$ cat config.mk
export PLATFORM = sky130hd
export DESIGN_NAME = ser_tx_queue
export DESIGN_NICKNAME = d
export VERILOG_FILES = /design/src/rtl/txq_pkg.sv /design/src/rtl/txq_baud.sv /design/src/rtl/txq_fifo.sv /design/src/rtl/txq_shift.sv /design/src/rtl/ser_tx_queue.sv
export SDC_FILE = /design/constraint.sdc
export NUM_CORES = 1
export LEC_CHECK = 0
export ABC_AREA = 0
export ABC_CLOCK_PERIOD_IN_PS = 7100
export BUFFER_PORTS_ARGS = -buffer_cell sky130_fd_sc_hd__buf_2
export CAP_MARGIN = 10
export CELL_PAD_IN_SITES_DETAIL_PLACEMENT = 1
export CELL_PAD_IN_SITES_GLOBAL_PLACEMENT = 2
export CORE_UTILIZATION = 40
export DETAILED_ROUTE_END_ITERATION = 8
export GPL_TIMING_DRIVEN = 0
export PLACE_DENSITY = 0.87
export RECOVER_POWER = 50
export SYNTH_ARGS = -nofsm -noshare
export SYNTH_HDL_FRONTEND = slang
export SYNTH_SLANG_ARGS = --single-unit
$ cat constraint.sdc
create_clock -name clk -period 7.1 [get_ports clk]
set_input_delay 1.42 -clock clk [delete_from_list [all_inputs] [get_ports clk]]
set_output_delay 1.42 -clock clk [all_outputs]
set_load 0.02 [all_outputs]
$ cat src/rtl/txq_pkg.sv
package txq_pkg;
  // Source selected for the next shifter load
  typedef enum logic [1:0] {
    LD_NONE   = 2'd0,
    LD_DIRECT = 2'd1,
    LD_QUEUED = 2'd2
  } ld_src_t;
endpackage

$ cat src/rtl/txq_baud.sv
module txq_baud #(
  parameter int DIV_W = 16
) (
  input  logic             clk,
  input  logic             rst,
  input  logic             restart,
  input  logic             run,
  input  logic [DIV_W-1:0] reload,
  output logic             tick
);
  logic [DIV_W-1:0] cnt;

  // One tick every reload+1 cycles while running; restart aligns to a frame start
  always_ff @(posedge clk) begin
    if (rst) begin
      cnt <= '0;
    end else if (restart) begin
      cnt <= reload;
    end else if (run) begin
      if (cnt == '0) cnt <= reload;
      else           cnt <= cnt - DIV_W'(1);
    end
  end

  assign tick = run && (cnt == '0);
endmodule

$ cat src/rtl/txq_fifo.sv
module txq_fifo #(
  parameter int DATA_W = 8,
  parameter int DEPTH  = 8,
  localparam int ADDR_W = (DEPTH > 1) ? $clog2(DEPTH) : 1,
  localparam int CNT_W  = $clog2(DEPTH + 1)
) (
  input  logic              clk,
  input  logic              rst,
  input  logic              push,
  input  logic              pop,
  input  logic              flush,
  input  logic [DATA_W-1:0] wdata,
  output logic [DATA_W-1:0] rdata,
  output logic [CNT_W-1:0]  count
);
  localparam bit POW2 = ((DEPTH & (DEPTH - 1)) == 0);

  logic [DATA_W-1:0] mem [DEPTH];
  logic [ADDR_W-1:0] wr_ptr, rd_ptr, wr_nxt, rd_nxt;

  // Storage without reset so it maps onto RAM
  always_ff @(posedge clk) begin
    if (push) mem[wr_ptr] <= wdata;
  end

  assign rdata = mem[rd_ptr];

  generate
    if (POW2) begin : g_wrap_free
      assign wr_nxt = wr_ptr + ADDR_W'(1);
      assign rd_nxt = rd_ptr + ADDR_W'(1);
    end else begin : g_wrap_cmp
      assign wr_nxt = (wr_ptr == ADDR_W'(DEPTH - 1)) ? '0 : wr_ptr + ADDR_W'(1);
      assign rd_nxt = (rd_ptr == ADDR_W'(DEPTH - 1)) ? '0 : rd_ptr + ADDR_W'(1);
    end
  endgenerate

  always_ff @(posedge clk) begin
    if (rst || flush) begin
      wr_ptr <= '0;
      rd_ptr <= '0;
      count  <= '0;
    end else begin
      if (push) wr_ptr <= wr_nxt;
      if (pop)  rd_ptr <= rd_nxt;
      count <= count + CNT_W'(push) - CNT_W'(pop);
    end
  end
endmodule

$ cat src/rtl/txq_shift.sv
module txq_shift #(
  parameter int DATA_W = 8,
  localparam int FR_W  = DATA_W + 2,
  localparam int BIT_W = $clog2(FR_W)
) (
  input  logic              clk,
  input  logic              rst,
  input  logic              load,
  input  logic [DATA_W-1:0] ldata,
  input  logic              tick,
  output logic              busy,
  output logic              ready,
  output logic              done,
  output logic              txd
);
  logic [FR_W-1:0]  shreg;
  logic [BIT_W-1:0] bit_idx;
  logic             last;

  assign last  = busy && tick && (bit_idx == BIT_W'(FR_W - 1));
  assign ready = !busy || last;
  assign done  = last;
  assign txd   = shreg[0];

  // Frame is {stop, data, start}, shifted out from bit 0; all ones when idle
  always_ff @(posedge clk) begin
    if (rst) begin
      shreg   <= '1;
      bit_idx <= '0;
      busy    <= 1'b0;
    end else if (load) begin
      shreg   <= {1'b1, ldata, 1'b0};
      bit_idx <= '0;
      busy    <= 1'b1;
    end else if (last) begin
      shreg   <= '1;
      bit_idx <= '0;
      busy    <= 1'b0;
    end else if (busy && tick) begin
      shreg   <= {1'b1, shreg[FR_W-1:1]};
      bit_idx <= bit_idx + BIT_W'(1);
    end
  end
endmodule

$ cat src/rtl/ser_tx_queue.sv
module ser_tx_queue #(
  parameter int DATA_W = 8,
  parameter int DEPTH  = 8,
  parameter int DIV_W  = 16,
  localparam int CNT_W = $clog2(DEPTH + 1)
) (
  input  logic              clk,
  input  logic              rst,
  input  logic              wr_en,
  input  logic [DATA_W-1:0] wr_data,
  input  logic              queue_on,
  input  logic [CNT_W-1:0]  trig_level,
  input  logic [DIV_W-1:0]  bit_reload,
  input  logic              ovf_clr,
  output logic              txd,
  output logic [CNT_W-1:0]  fill_level,
  output logic              ovf_flag,
  output logic              buf_irq,
  output logic              done_irq
);
  import txq_pkg::*;

  logic              queue_on_q, flush;
  logic [CNT_W-1:0]  q_count, cap, next_level;
  logic [DATA_W-1:0] q_rdata, sh_data;
  logic              q_empty, q_full;
  logic              direct, push, pop, ovf_set, buf_hit;
  logic              sh_busy, sh_ready, sh_done, tick;
  ld_src_t           ld_src;

  always_ff @(posedge clk) begin
    if (rst) queue_on_q <= 1'b0;
    else     queue_on_q <= queue_on;
  end

  assign flush   = queue_on_q && !queue_on;
  assign cap     = queue_on ? CNT_W'(DEPTH) : CNT_W'(1);
  assign q_empty = (q_count == '0);
  assign q_full  = (q_count >= cap);

  // Direct path when nothing waits and the shifter can take a byte now
  assign direct  = wr_en && sh_ready && q_empty;
  assign pop     = sh_ready && !q_empty && !flush;
  assign push    = wr_en && !direct && !q_full && !flush;
  assign ovf_set = wr_en && !direct && q_full && !flush;

  always_comb begin
    if (direct)   ld_src = LD_DIRECT;
    else if (pop) ld_src = LD_QUEUED;
    else          ld_src = LD_NONE;
  end

  assign sh_data    = (ld_src == LD_DIRECT) ? wr_data : q_rdata;
  assign next_level = q_count + CNT_W'(push) - CNT_W'(pop);
  assign buf_hit    = (ld_src == LD_DIRECT) ||
                      ((ld_src == LD_QUEUED) && (next_level == trig_level));

  txq_fifo #(.DATA_W(DATA_W), .DEPTH(DEPTH)) u_fifo (
    .clk   (clk),
    .rst   (rst),
    .push  (push),
    .pop   (pop),
    .flush (flush),
    .wdata (wr_data),
    .rdata (q_rdata),
    .count (q_count)
  );

  txq_baud #(.DIV_W(DIV_W)) u_baud (
    .clk     (clk),
    .rst     (rst),
    .restart (ld_src != LD_NONE),
    .run     (sh_busy),
    .reload  (bit_reload),
    .tick    (tick)
  );

  txq_shift #(.DATA_W(DATA_W)) u_shift (
    .clk   (clk),
    .rst   (rst),
    .load  (ld_src != LD_NONE),
    .ldata (sh_data),
    .tick  (tick),
    .busy  (sh_busy),
    .ready (sh_ready),
    .done  (sh_done),
    .txd   (txd)
  );

  always_ff @(posedge clk) begin
    if (rst) begin
      buf_irq  <= 1'b0;
      done_irq <= 1'b0;
      ovf_flag <= 1'b0;
    end else begin
      buf_irq  <= buf_hit;
      done_irq <= sh_done;
      if (ovf_set)      ovf_flag <= 1'b1;
      else if (ovf_clr) ovf_flag <= 1'b0;
    end
  end

  assign fill_level = q_count;
endmodule

=== Word-level counts from Yosys, hierarchy flattened ===
Memories as Yosys holds them, arrays and structs flattened. A register that Yosys moved wholly into a read port is not among the register bits.
Cells that the tools add are included.

* Register bits: 44
* Latch bits: 0
* RAM bits: 64
* Bits in read-only memories: 0
* Logic and storage cells: 72
* Memories: 1

{| class="wikitable"
|+ Memory list
! memory !! words !! width !! read ports !! clocked after memory_dff !! write ports !! line !! source
|-
| u_fifo.mem || 8 || 8 || 1 || 1 || 1 || txq_fifo.sv:18 || <nowiki>logic [DATA_W-1:0] mem [DEPTH];</nowiki>
|}

* $add $sub $neg: 6
* $mul: 0
* Div/mod/pow operators: 0
* Order comparisons: 1
* Equal/unequal tests: 4
* Shifts and indexed selects: 0
* Mux-type cells: 18
* Bitwise operators: 0
* Reduce and logical (&&, ||, !) cells: 31

{| class="wikitable"
|+ Operators by type and width
! kind !! number
|-
| 16-bit two-way mux || 3
|-
| 9-bit two-way mux || 3
|-
| 16-bit zero test || 1
|-
| 16-bit by 1-bit subtractor with 16-bit output (second input constant) || 1
|-
| 1-bit logical AND || 14
|-
| 8-bit two-way mux || 1
|-
| 2-bit nonzero test || 4
|-
| 3-bit by 1-bit adder with 3-bit output (second input constant) || 2
|-
| 1-bit zero test || 6
|-
| 1-bit two-way mux || 6
|-
| 3-bit two-way mux || 2
|-
| 4-bit by 1-bit adder with 4-bit output || 1
|-
| 4-bit by 1-bit adder with 4-bit output (second input constant) || 1
|-
| 4-bit equality test || 1
|-
| 4-bit equality test (second input constant) || 1
|-
| 4-bit >= comparator || 1
|-
| 4-bit zero test || 1
|-
| 2-bit two-way mux || 2
|-
| 4-bit two-way mux || 1
|-
| 4-bit by 1-bit subtractor with 4-bit output || 1
|-
| 1-bit logical OR || 3
|-
| 3-bit nonzero test || 1
|-
| 3-bit OR reduction || 1
|-
| 2-bit by 1-bit equality test with 1-bit output (second input constant) || 1
|-
| 2-bit equality test (second input constant) || 1
|}

=== Longest topological paths before layout ===
Gate-level depths: netlist (run 1).

* Depth after elaboration: 16
* Depth in mapped cells: 16

=== Cells and area by module ===
From an unflattened synthesis (run 1), not the netlist that was laid out.

* Cells, all modules: 452
* Area, all modules: 5,418.9 um2

{| class="wikitable"
|+ By module, submodules not included
! module !! instances !! cells an instance !! area each (um2)
|-
| txq_fifo || 1 || 160 || 3,066.7
|-
| txq_baud || 1 || 151 || 1,182.4
|-
| txq_shift || 1 || 81 || 639.4
|-
| ser_tx_queue || 1 || 60 || 530.5
|}

=== Least setup slack after synthesis (run 1) ===
No wires, ideal clock.

* Path type: input -> register
* Start: input port queue_on
* End: memory u_fifo.mem[1][0], enable pin
* Arrival: 3.507 ns
* Required time: 6.702 ns
* Slack: 3.195 ns
* Stages on the path: 6
* Cell sequence: inv_1 > ha_1 > or4b_1 > a21oi_1 > nand3_1 > nor4b_1

* Longest elaborated chain between the ends: 7
* Elaborated cells on any way between the ends: 10

{| class="wikitable"
|+ RTL lines
! item !! line !! source
|-
| start: declaration || ser_tx_queue.sv:11 || <nowiki>input logic queue_on,</nowiki>
|-
| 4-bit two-way mux || ser_tx_queue.sv:37 || <nowiki>assign cap = queue_on ? CNT_W'(DEPTH) : CNT_W'(1);</nowiki>
|-
| 4-bit >= comparator || ser_tx_queue.sv:39 || <nowiki>assign q_full = (q_count >= cap);</nowiki>
|-
| 1-bit zero test || ser_tx_queue.sv:44 || <nowiki>assign push = wr_en && !direct && !q_full && !flush;</nowiki>
|-
| 1-bit logical AND || ser_tx_queue.sv:44 ||
|-
| 1-bit logical AND * || ser_tx_queue.sv:44 ||
|-
| 1-bit two-way mux * || txq_fifo.sv:23 || <nowiki>if (push) mem[wr_ptr] <= wdata;</nowiki>
|-
| 1-bit two-way mux (not written as such) * || txq_fifo.sv:23 ||
|-
| end: declaration || txq_fifo.sv:18 ||
|}

Mark *: on every way between the ends. The rest lies on a longest branch, timed or not.

=== Final worst setup path (run 1) ===
* Start: input port queue_on
* End: register buf_irq

* Longest elaborated chain between the ends: 10
* Elaborated cells on any way between the ends: 18

{| class="wikitable"
|+ RTL lines
! item !! line !! source
|-
| 4-bit two-way mux || ser_tx_queue.sv:37 ||
|-
| 4-bit >= comparator || ser_tx_queue.sv:39 ||
|-
| 1-bit zero test || ser_tx_queue.sv:44 ||
|-
| 1-bit logical AND || ser_tx_queue.sv:44 ||
|-
| 1-bit logical AND * || ser_tx_queue.sv:44 ||
|-
| via push || ser_tx_queue.sv:27 || <nowiki>logic direct, push, pop, ovf_set, buf_hit;</nowiki>
|-
| 4-bit by 1-bit adder with 4-bit output * || ser_tx_queue.sv:54 || <nowiki>assign next_level = q_count + CNT_W'(push) - CNT_W'(pop);</nowiki>
|-
| 4-bit by 1-bit subtractor with 4-bit output * || ser_tx_queue.sv:54 ||
|-
| via next_level[1] || ser_tx_queue.sv:24 || <nowiki>logic [CNT_W-1:0] q_count, cap, next_level;</nowiki>
|-
| 4-bit equality test * || ser_tx_queue.sv:56 || <nowiki>((ld_src == LD_QUEUED) && (next_level == trig_level));</nowiki>
|-
| 1-bit logical AND * || ser_tx_queue.sv:56 ||
|-
| 1-bit logical OR * || ser_tx_queue.sv:55 || <nowiki>assign buf_hit = (ld_src == LD_DIRECT) ||</nowiki>
|-
| end signal: assignment || ser_tx_queue.sv:96 || <nowiki>buf_irq <= buf_hit;</nowiki>
|-
| end: declaration || ser_tx_queue.sv:18 || <nowiki>output logic buf_irq,</nowiki>
|}

Mark *: on every way through the listed nets, which the timed path passes. The rest lies on a longest branch.
A chain may end at the register's enable or synchronous reset.

==> results of run 1 <==
==> power by group through the flow <==
stage               Sequential [W]  Clock, W  Combinational [W]
floorplan                 0.000856         0           0.000660
global placement          0.000857         0           0.000874
detailed placement        0.000862         0           0.000922
CTS                       0.000849  0.000609           0.000930
global route              0.000860  0.000630            0.00102
finish                    0.000849  0.000601           0.000910
==> cells by family after synthesis <==
family                   synth area share
AO/OA/AOI/OAI                       0.126
AND/OR/NAND/NOR                     0.140
flip-flops                          0.553
multiplexers                       0.0848
adder cells (fa/ha/maj)            0.0353
XOR/XNOR                           0.0220
buffers and inverters              0.0394
==> flip-flops by register name, indices dropped and copies added (netlist names), named ones only <==
name             cells
queue_on_q           1
done_irq             1
u_shift.busy         1
buf_irq              1
u_fifo.wr_ptr        3
u_shift.shreg        9
ovf_flag             1
u_fifo.mem          64
u_fifo.rd_ptr        3
u_baud.cnt          16
u_shift.bit_idx      4
u_fifo.count         4
==> cell type report <==
class / count / area (um2) / area share
repair buffers: 45 / 206 / 0.0347
clock inverters: 6 / 121 / 0.0204
inverters: 22 / 82.6 / 0.0139
clock buffers: 10 / 229 / 0.0384
plain buffers: 23 / 114 / 0.0191
multi-input cells: 292 / 2120 / 0.357
flip-flops and latches: 111 / 2860 / 0.481
well taps: 172 / 215 / 0.0361
==> worst max path at each step <==
stage | endpoint | cells after the start | startpoint | slack (ns)
after floorplan | u_fifo.mem[1][0] | 6 | queue_on | 3.20
after global placement | u_fifo.mem[1][0] | 7 | queue_on | 2.11
after detailed placement | buf_irq | 13 | queue_on | 2.69
after CTS | buf_irq | 13 | queue_on | 3.04
after global routing | buf_irq | 13 | queue_on | 2.78
final | buf_irq | 13 | queue_on | 3.02
==> synthesized netlist by cell type, types with 12 or more instances <==
| cell type | instances |
|---|---|
| a21oi_1 | 26 |
| a31oi_1 | 12 |
| clkbuf_1 | 12 |
| dfxtp_1 | 47 |
| edfxtp_1 | 64 |
| ha_1 | 13 |
| inv_1 | 20 |
| mux4_2 | 14 |
| nand2_1 | 29 |
| nor2_1 | 41 |
| nor3_1 | 18 |
| o21ai_0 | 22 |
==> per-stage QoR <==
step / total power (W) / area [um2]
after detailed placement: 0.00178 / 5650
final: 0.00236 / 5960
after floorplan: 0.00152 / 5180
after global routing: 0.00251 / 5960
after global placement: 0.00173 / 5600
after CTS: 0.00239 / 6000
==> worst reg2reg max path, delay by kind of cell (launching register included) <==
| family | cells | cell delay (ns) |
|---|---|---|
| XOR/XNOR | 1 | 0.18 |
| adder cells (fa/ha/maj) | 4 | 1.29 |
| buffers and inverters | 3 | 0.47 |
| flip-flops | 1 | 0.37 |
| AO/OA/AOI/OAI | 2 | 0.42 |
| AND/OR/NAND/NOR | 5 | 0.84 |
==> layer usage <==
metal / part of all wire / GRT usage / routed length (um) / vias to the layer above
met5: 0 / 0 / 0 / -
met4: 0.013 / 0.0632 / 170 / 0
met3: 0.030 / 0.0429 / 387 / 14
met2: 0.48 / 0.355 / 6310 / 58
met1: 0.47 / 0.283 / 6190 / 1921
li1: - / - / - / 1799
==> placed cells by master, fill, tap and decap left out, drive strengths merged, types with 5 or more instances in the layout <==
master	instances
o21ai	22
xor2	8
nor4	6
inv	24
dfxtp	47
xnor2	5
mux4	14
nor2	42
mux2i	9
a31oi	12
and2	5
ha	13
nand3	10
clkbuf	43
nand2	29
a21oi	27
edfxtp	64
buf	35
nor3	18
a21o	5
==> results_dict.tcl, run 1 <==
set metrics [dict create \
    min_period_ns 4.08 \
    drt-wirelength-per-cell_um 19.2 \
    run_status "complete, no violations" \
    holdCritStartpoint "u_shift.shreg[0]" \
    arrival_ns 4.37 \
    clock-sinks 111 \
    antenna_found_initial 0 \
    drc_errors 0 \
    vdd_ir_drop_max_v 0.000162 \
    rsz0062_at_grt "no" \
    synth_warnings 0 \
    cp-start-kind "primary input" \
    whs_endpoint "u_shift.shreg[0]" \
    cp.required_ns 7.38 \
    reg2reg_depth 15 \
    fillers 1390 \
    clockBufferDepth 2 \
    cts-root-buf "clkbuf_16" \
    ctsHoldBuffers 0 \
    whs_path_depth 2 \
    dp_slack_ns 2.69 \
    initial_core_util 0.410 \
    drv_cap 0 \
    tritoncts "built" \
    hold_path.class "reg2reg" \
    slew_headroom 0.388 \
    final_cells 681 \
    die_area_um2 13400 \
    swShare 0.375 \
    fin_nets 551 \
    criticalPathCategory "in2reg" \
    dr.pass1.iters 4 \
    placed_cells_incl_taps 665 \
    grt_pass1_wl_um 21400 \
    tns_ns 0 \
    finalHoldViolCount 0 \
    hpwl_um 9270 \
    ys_types 65 \
    switching_power_w 0.000885 \
    vias 3792 \
    slowest_stage "or4b_1" \
    grt_usage 0.214 \
    gp_congestion 0.771 \
    async_flop_share 0 \
    routed_wl_um 13100 \
    cp_cell_sequence "clkbuf_1, inv_1, ha_1, or4b_1, a21oi_1, nand3_1, inv_2, ha_1, fa_1, xor2_1, nor3_1, nand3_1, o22ai_1" \
    diodes 0 \
    cts-htree-levels 3 \
    core_area_um2 12600 \
    ios 41 \
    grt_pass1_vias 4056 \
    grt_max_degree 20 \
    worst_hold_slack_ns 0.464 \
    path_max_fanout 6 \
    ys.flop_type "edfxtp_1" \
    drt_iter0_markers 196 \
    synth_top_area_share 0.371 \
    synth_nets 495 \
    powerDensity_nw_per_um2 396 \
    skew_ns 0.00545 \
    period_share 0.575 \
    yosysSeqAreaShare 0.553 \
    area_delta_synth_final_pct 15.0 \
    drive_gt1_frac 0.149 \
    viasPerCell 5.57 \
    die_x_um 116 \
    report.final.slew_viol_count 0 \
    seq_power_share 0.360 \
    cp-end-kind "flop" \
    synth-edff-count 64 \
    comb_power_share 0.386 \
    clk_pin_slew_ns 0.07 \
    synth_top_area_cell "edfxtp_1" \
    p_clk_frac 0.255 \
    clock_latency_ns 0.36 \
    r2r_slack_ns 3.46 \
    syn_inst 448 \
    final_util 0.472 \
    cts.repair.resized 0 \
    intPower_w 0.00147 \
    rows 41 \
    r2r_start "u_shift.bit_idx[1]" \
    syn-mean-instance-area_um2 11.6 \
    critical-path-top-delay-family "simple AND/OR/NAND/NOR gates" \
    yosys-top-cells-area "edfxtp_1, dfxtp_1, mux4_2, ha_1, nor2_1" \
    cts_buffers 9 \
    synth.cell_area_um2 5180 \
    clock.fmax_mhz 245 \
    cpPeakStageDelay_ns 0.47 \
    postRouteAntennaNets 0 \
    reg2reg_to "buf_irq" \
    die_y_um 116 \
    overflow 0 \
    portBuffers 40 \
    setup_ws_ns 3.02 \
    setup_viol 0 \
    p_leak_nw 2.08 \
    worst-path-buf-inv 3 \
    post-cts-setup-buffers 0 \
    tightest_slew_ns 0.915 \
    synth_seq_cells 111 \
]
Power figures use the tool's default switching activity.
==> run 2, diff against run 1 <==
--- a/config.mk
+++ b/config.mk
@@ -5,16 +5,16 @@
 export SDC_FILE = /design/constraint.sdc
 export NUM_CORES = 1
 export LEC_CHECK = 0
-export ABC_AREA = 0
-export ABC_CLOCK_PERIOD_IN_PS = 7100
+export ABC_AREA = 1
+export ABC_CLOCK_PERIOD_IN_PS = 3700
 export BUFFER_PORTS_ARGS = -buffer_cell sky130_fd_sc_hd__buf_2
 export CAP_MARGIN = 10
 export CELL_PAD_IN_SITES_DETAIL_PLACEMENT = 1
 export CELL_PAD_IN_SITES_GLOBAL_PLACEMENT = 2
-export CORE_UTILIZATION = 40
+export CORE_UTILIZATION = 33
 export DETAILED_ROUTE_END_ITERATION = 8
 export GPL_TIMING_DRIVEN = 0
-export PLACE_DENSITY = 0.87
+export PLACE_DENSITY = 0.85
 export RECOVER_POWER = 50
 export SYNTH_ARGS = -nofsm -noshare
 export SYNTH_HDL_FRONTEND = slang
==> constraint.sdc (replaced) <==
create_clock -name clk -period 3.7 [get_ports clk]
set_input_delay 0.74 -clock clk [delete_from_list [all_inputs] [get_ports clk]]
set_output_delay 0.74 -clock clk [all_outputs]
set_load 0.02 [all_outputs]
==> run 2 against run 1 <==
Against the previous run: sequential share of layout area shrank 2.9 points; count of clock-buffer cells in the layout is 1 higher; hold slack gained 0.0090 ns; non-clock buffer count decreased by 2; clock skew grew 0.0041 ns; routed wire length is 18% higher; clock power rose by 60%; sequential cell count stayed put; synthesized area is 7.7% higher; via count is 25% higher; synthesized cell count grew 53%; global-route usage is 2.9 points lower.
==> results_dict.tcl, run 2 <==
set metrics [dict create \
    whs_endpoint "ovf_flag" \
    final_util 0.384 \
    largest_reg_flops 64 \
    synth.cell_area_um2 5580 \
    reg2reg_to "buf_irq" \
    async_flop_share 0 \
    tightest_slew_ns 1.10 \
    finalHoldViolCount 0 \
    portBuffers 40 \
    ctsHoldBuffers 0 \
    initial_core_util 0.338 \
    cts-htree-levels 3 \
    slew_headroom 0.259 \
    grt_pass1_vias 5020 \
    drt_iter0_markers 236 \
    whs_path_depth 2 \
    cp.required_ns 3.98 \
    gp_congestion 0.872 \
    ys_types 39 \
    synth-edff-count 64 \
    synth_nets 731 \
    drc_errors 0 \
    clock_latency_ns 0.36 \
    setup_viol 0 \
    synth_top_area_cell "edfxtp_1" \
    die_x_um 132 \
    period_share 0.906 \
    vias 4741 \
    r2r_start "u_baud.cnt[0]" \
    cts-root-buf "clkbuf_16" \
    syn-mean-instance-area_um2 8.16 \
    cts.repair.resized 0 \
    synth_top_area_share 0.344 \
    die_area_um2 17400 \
    reg_top3 "u_fifo.mem (64), u_baud.cnt (16), u_shift.shreg (9)" \
    final_common_cell "nand2_1" \
    core_area_um2 16500 \
    final_cell_mix "nand2_1, nand3_1, nor2_1" \
    grt_max_degree 20 \
    clock.fmax_mhz 298 \
    clk_pin_slew_ns 0.08 \
    die_y_um 132 \
    synth_seq_cells 111 \
    grt_usage 0.184 \
    holdCritStartpoint "ovf_flag" \
    yosys-top-cells-area "edfxtp_1, dfxtp_1, nand2_1, nand3_1, nor2_1" \
    antenna_found_initial 0 \
    post-cts-setup-buffers 0 \
    synth_commonest_cells "nand2_1, nand3_1, nor2_1" \
    rsz0062_at_grt "no" \
    hpwl_um 11500 \
    reg2reg_depth 16 \
    drt-wirelength-per-cell_um 15.9 \
    rows 47 \
    run_status "complete, no violations" \
    drive_gt1_frac 0.0875 \
    hold_path.class "reg2reg" \
    synth_most_common_cell "nand2_1" \
    tritoncts "built" \
    postRouteAntennaNets 0 \
    report.final.slew_viol_count 0 \
    path_max_fanout 7 \
    min_period_ns 3.35 \
    r2r_slack_ns 0.35 \
    viasPerCell 4.92 \
    ios 41 \
    yosysSeqAreaShare 0.513 \
    arrival_ns 3.63 \
    criticalPathCategory "reg2reg" \
    powerDensity_nw_per_um2 781 \
    cts_buffers 9 \
    drv_cap 0 \
    diodes 0 \
    overflow 0 \
    cp-end-kind "flop" \
    skew_ns 0.00950 \
    vdd_ir_drop_max_v 0.000340 \
    fin_nets 785 \
    syn_inst 684 \
    p_leak_nw 2.71 \
    clock-sinks 111 \
    grt_pass1_wl_um 25200 \
    area_delta_synth_final_pct 13.7 \
    clockBufferDepth 2 \
    routed_wl_um 15400 \
    dr.pass1.iters 4 \
    top_register "u_fifo.mem" \
    cp-start-kind "flop" \
    ys.flop_type "edfxtp_1" \
    synth_warnings 0 \
    tns_ns 0 \
]
[run 2: cell count changes after synthesis, sizes merged, moves of 5 or more]
| cell | change |
|---|---|
| inv | +43 |
| mux4 | -14 |
| nand3 | +94 |
| mux2i | -9 |
| nand2 | +173 |
| nor4 | -5 |
| nor3 | -11 |
| o21ai | +18 |
| a21oi | -12 |
| nor2 | +29 |
| a31oi | -11 |
| a21o | -5 |
[run 2: worst max path at each step]
| stage | start | depth (start not counted) | to | slack, ns |
|---|---|---|---|---|
| finish | u_baud.cnt[0] | 16 | buf_irq | 0.35 |
| global route | u_baud.cnt[0] | 16 | buf_irq | 0.03 |
| detailed placement | queue_on | 15 | buf_irq | 0.20 |
| CTS | u_baud.cnt[0] | 16 | buf_irq | 0.28 |
| floorplan | queue_on | 13 | buf_irq | 0.77 |
| global placement | queue_on | 15 | buf_irq | 0.24 |
[run 2: area by class of cell]
type                    instances  area (um2)
plain buffers                  23         113
clock buffers                  11         243
clock inverters                 5        52.6
fillers                      2005       10200
inverters                      66         248
multi-input cells             484        2350
flip-flops and latches        111        2860
well taps                     220         275
repair buffers                 43         198
[run 2: kinds of logic after synthesis]
logic type	share of synthesized area
simple gates	0.309
fa+ha+maj	0.0327
xor+xnor	0.0220
compound gates	0.0581
buf+inv	0.0655
flops	0.513
[run 2: through the flow]
stage	cells	hold slack, ns	area (um2)	worst slack, ns	total power (W)
6_report	963	0.474	6340	0.346	0.00495
3_5_place_dp	945	0.460	6060	0.198	0.00406
4_1_cts	961	0.476	6360	0.277	0.00504
2_1_floorplan	684	0.433	5580	0.773	0.00337
3_3_place_gp	944	0.450	6060	0.238	0.00396
5_1_grt	963	0.502	6340	0.0305	0.00538
[run 2: per-layer routing]
| layer | wire [um] | GRT usage | share of wire | up-vias |
|---|---|---|---|---|
| met5 | 0 | 0 | 0 | - |
| met4 | 223 | 0.0523 | 0.015 | 0 |
| met3 | 405 | 0.0338 | 0.026 | 17 |
| met2 | 7530 | 0.316 | 0.49 | 64 |
| met1 | 7200 | 0.236 | 0.47 | 2312 |
| li1 | - | - | - | 2348 |
[run 2: critical path, stage by stage (launching register included)]
cell	delay (ns)
dfxtp_1	0.34
inv_1	0.12
ha_1	0.23
nand2_1	0.08
nor2_1	0.14
nand2_2	0.15
o21bai_4	0.19
nand2_1	0.22
inv_1	0.20
ha_1	0.25
inv_1	0.06
ha_1	0.17
fa_1	0.46
xor2_1	0.18
nor3_1	0.22
nand3_1	0.12
a21oi_1	0.16
[run 2: power by group]
part	internal (W)	switching (W)
logic	0.000794	0.00157
registers	0.00148	0.000144
clock network	0.000489	0.000475
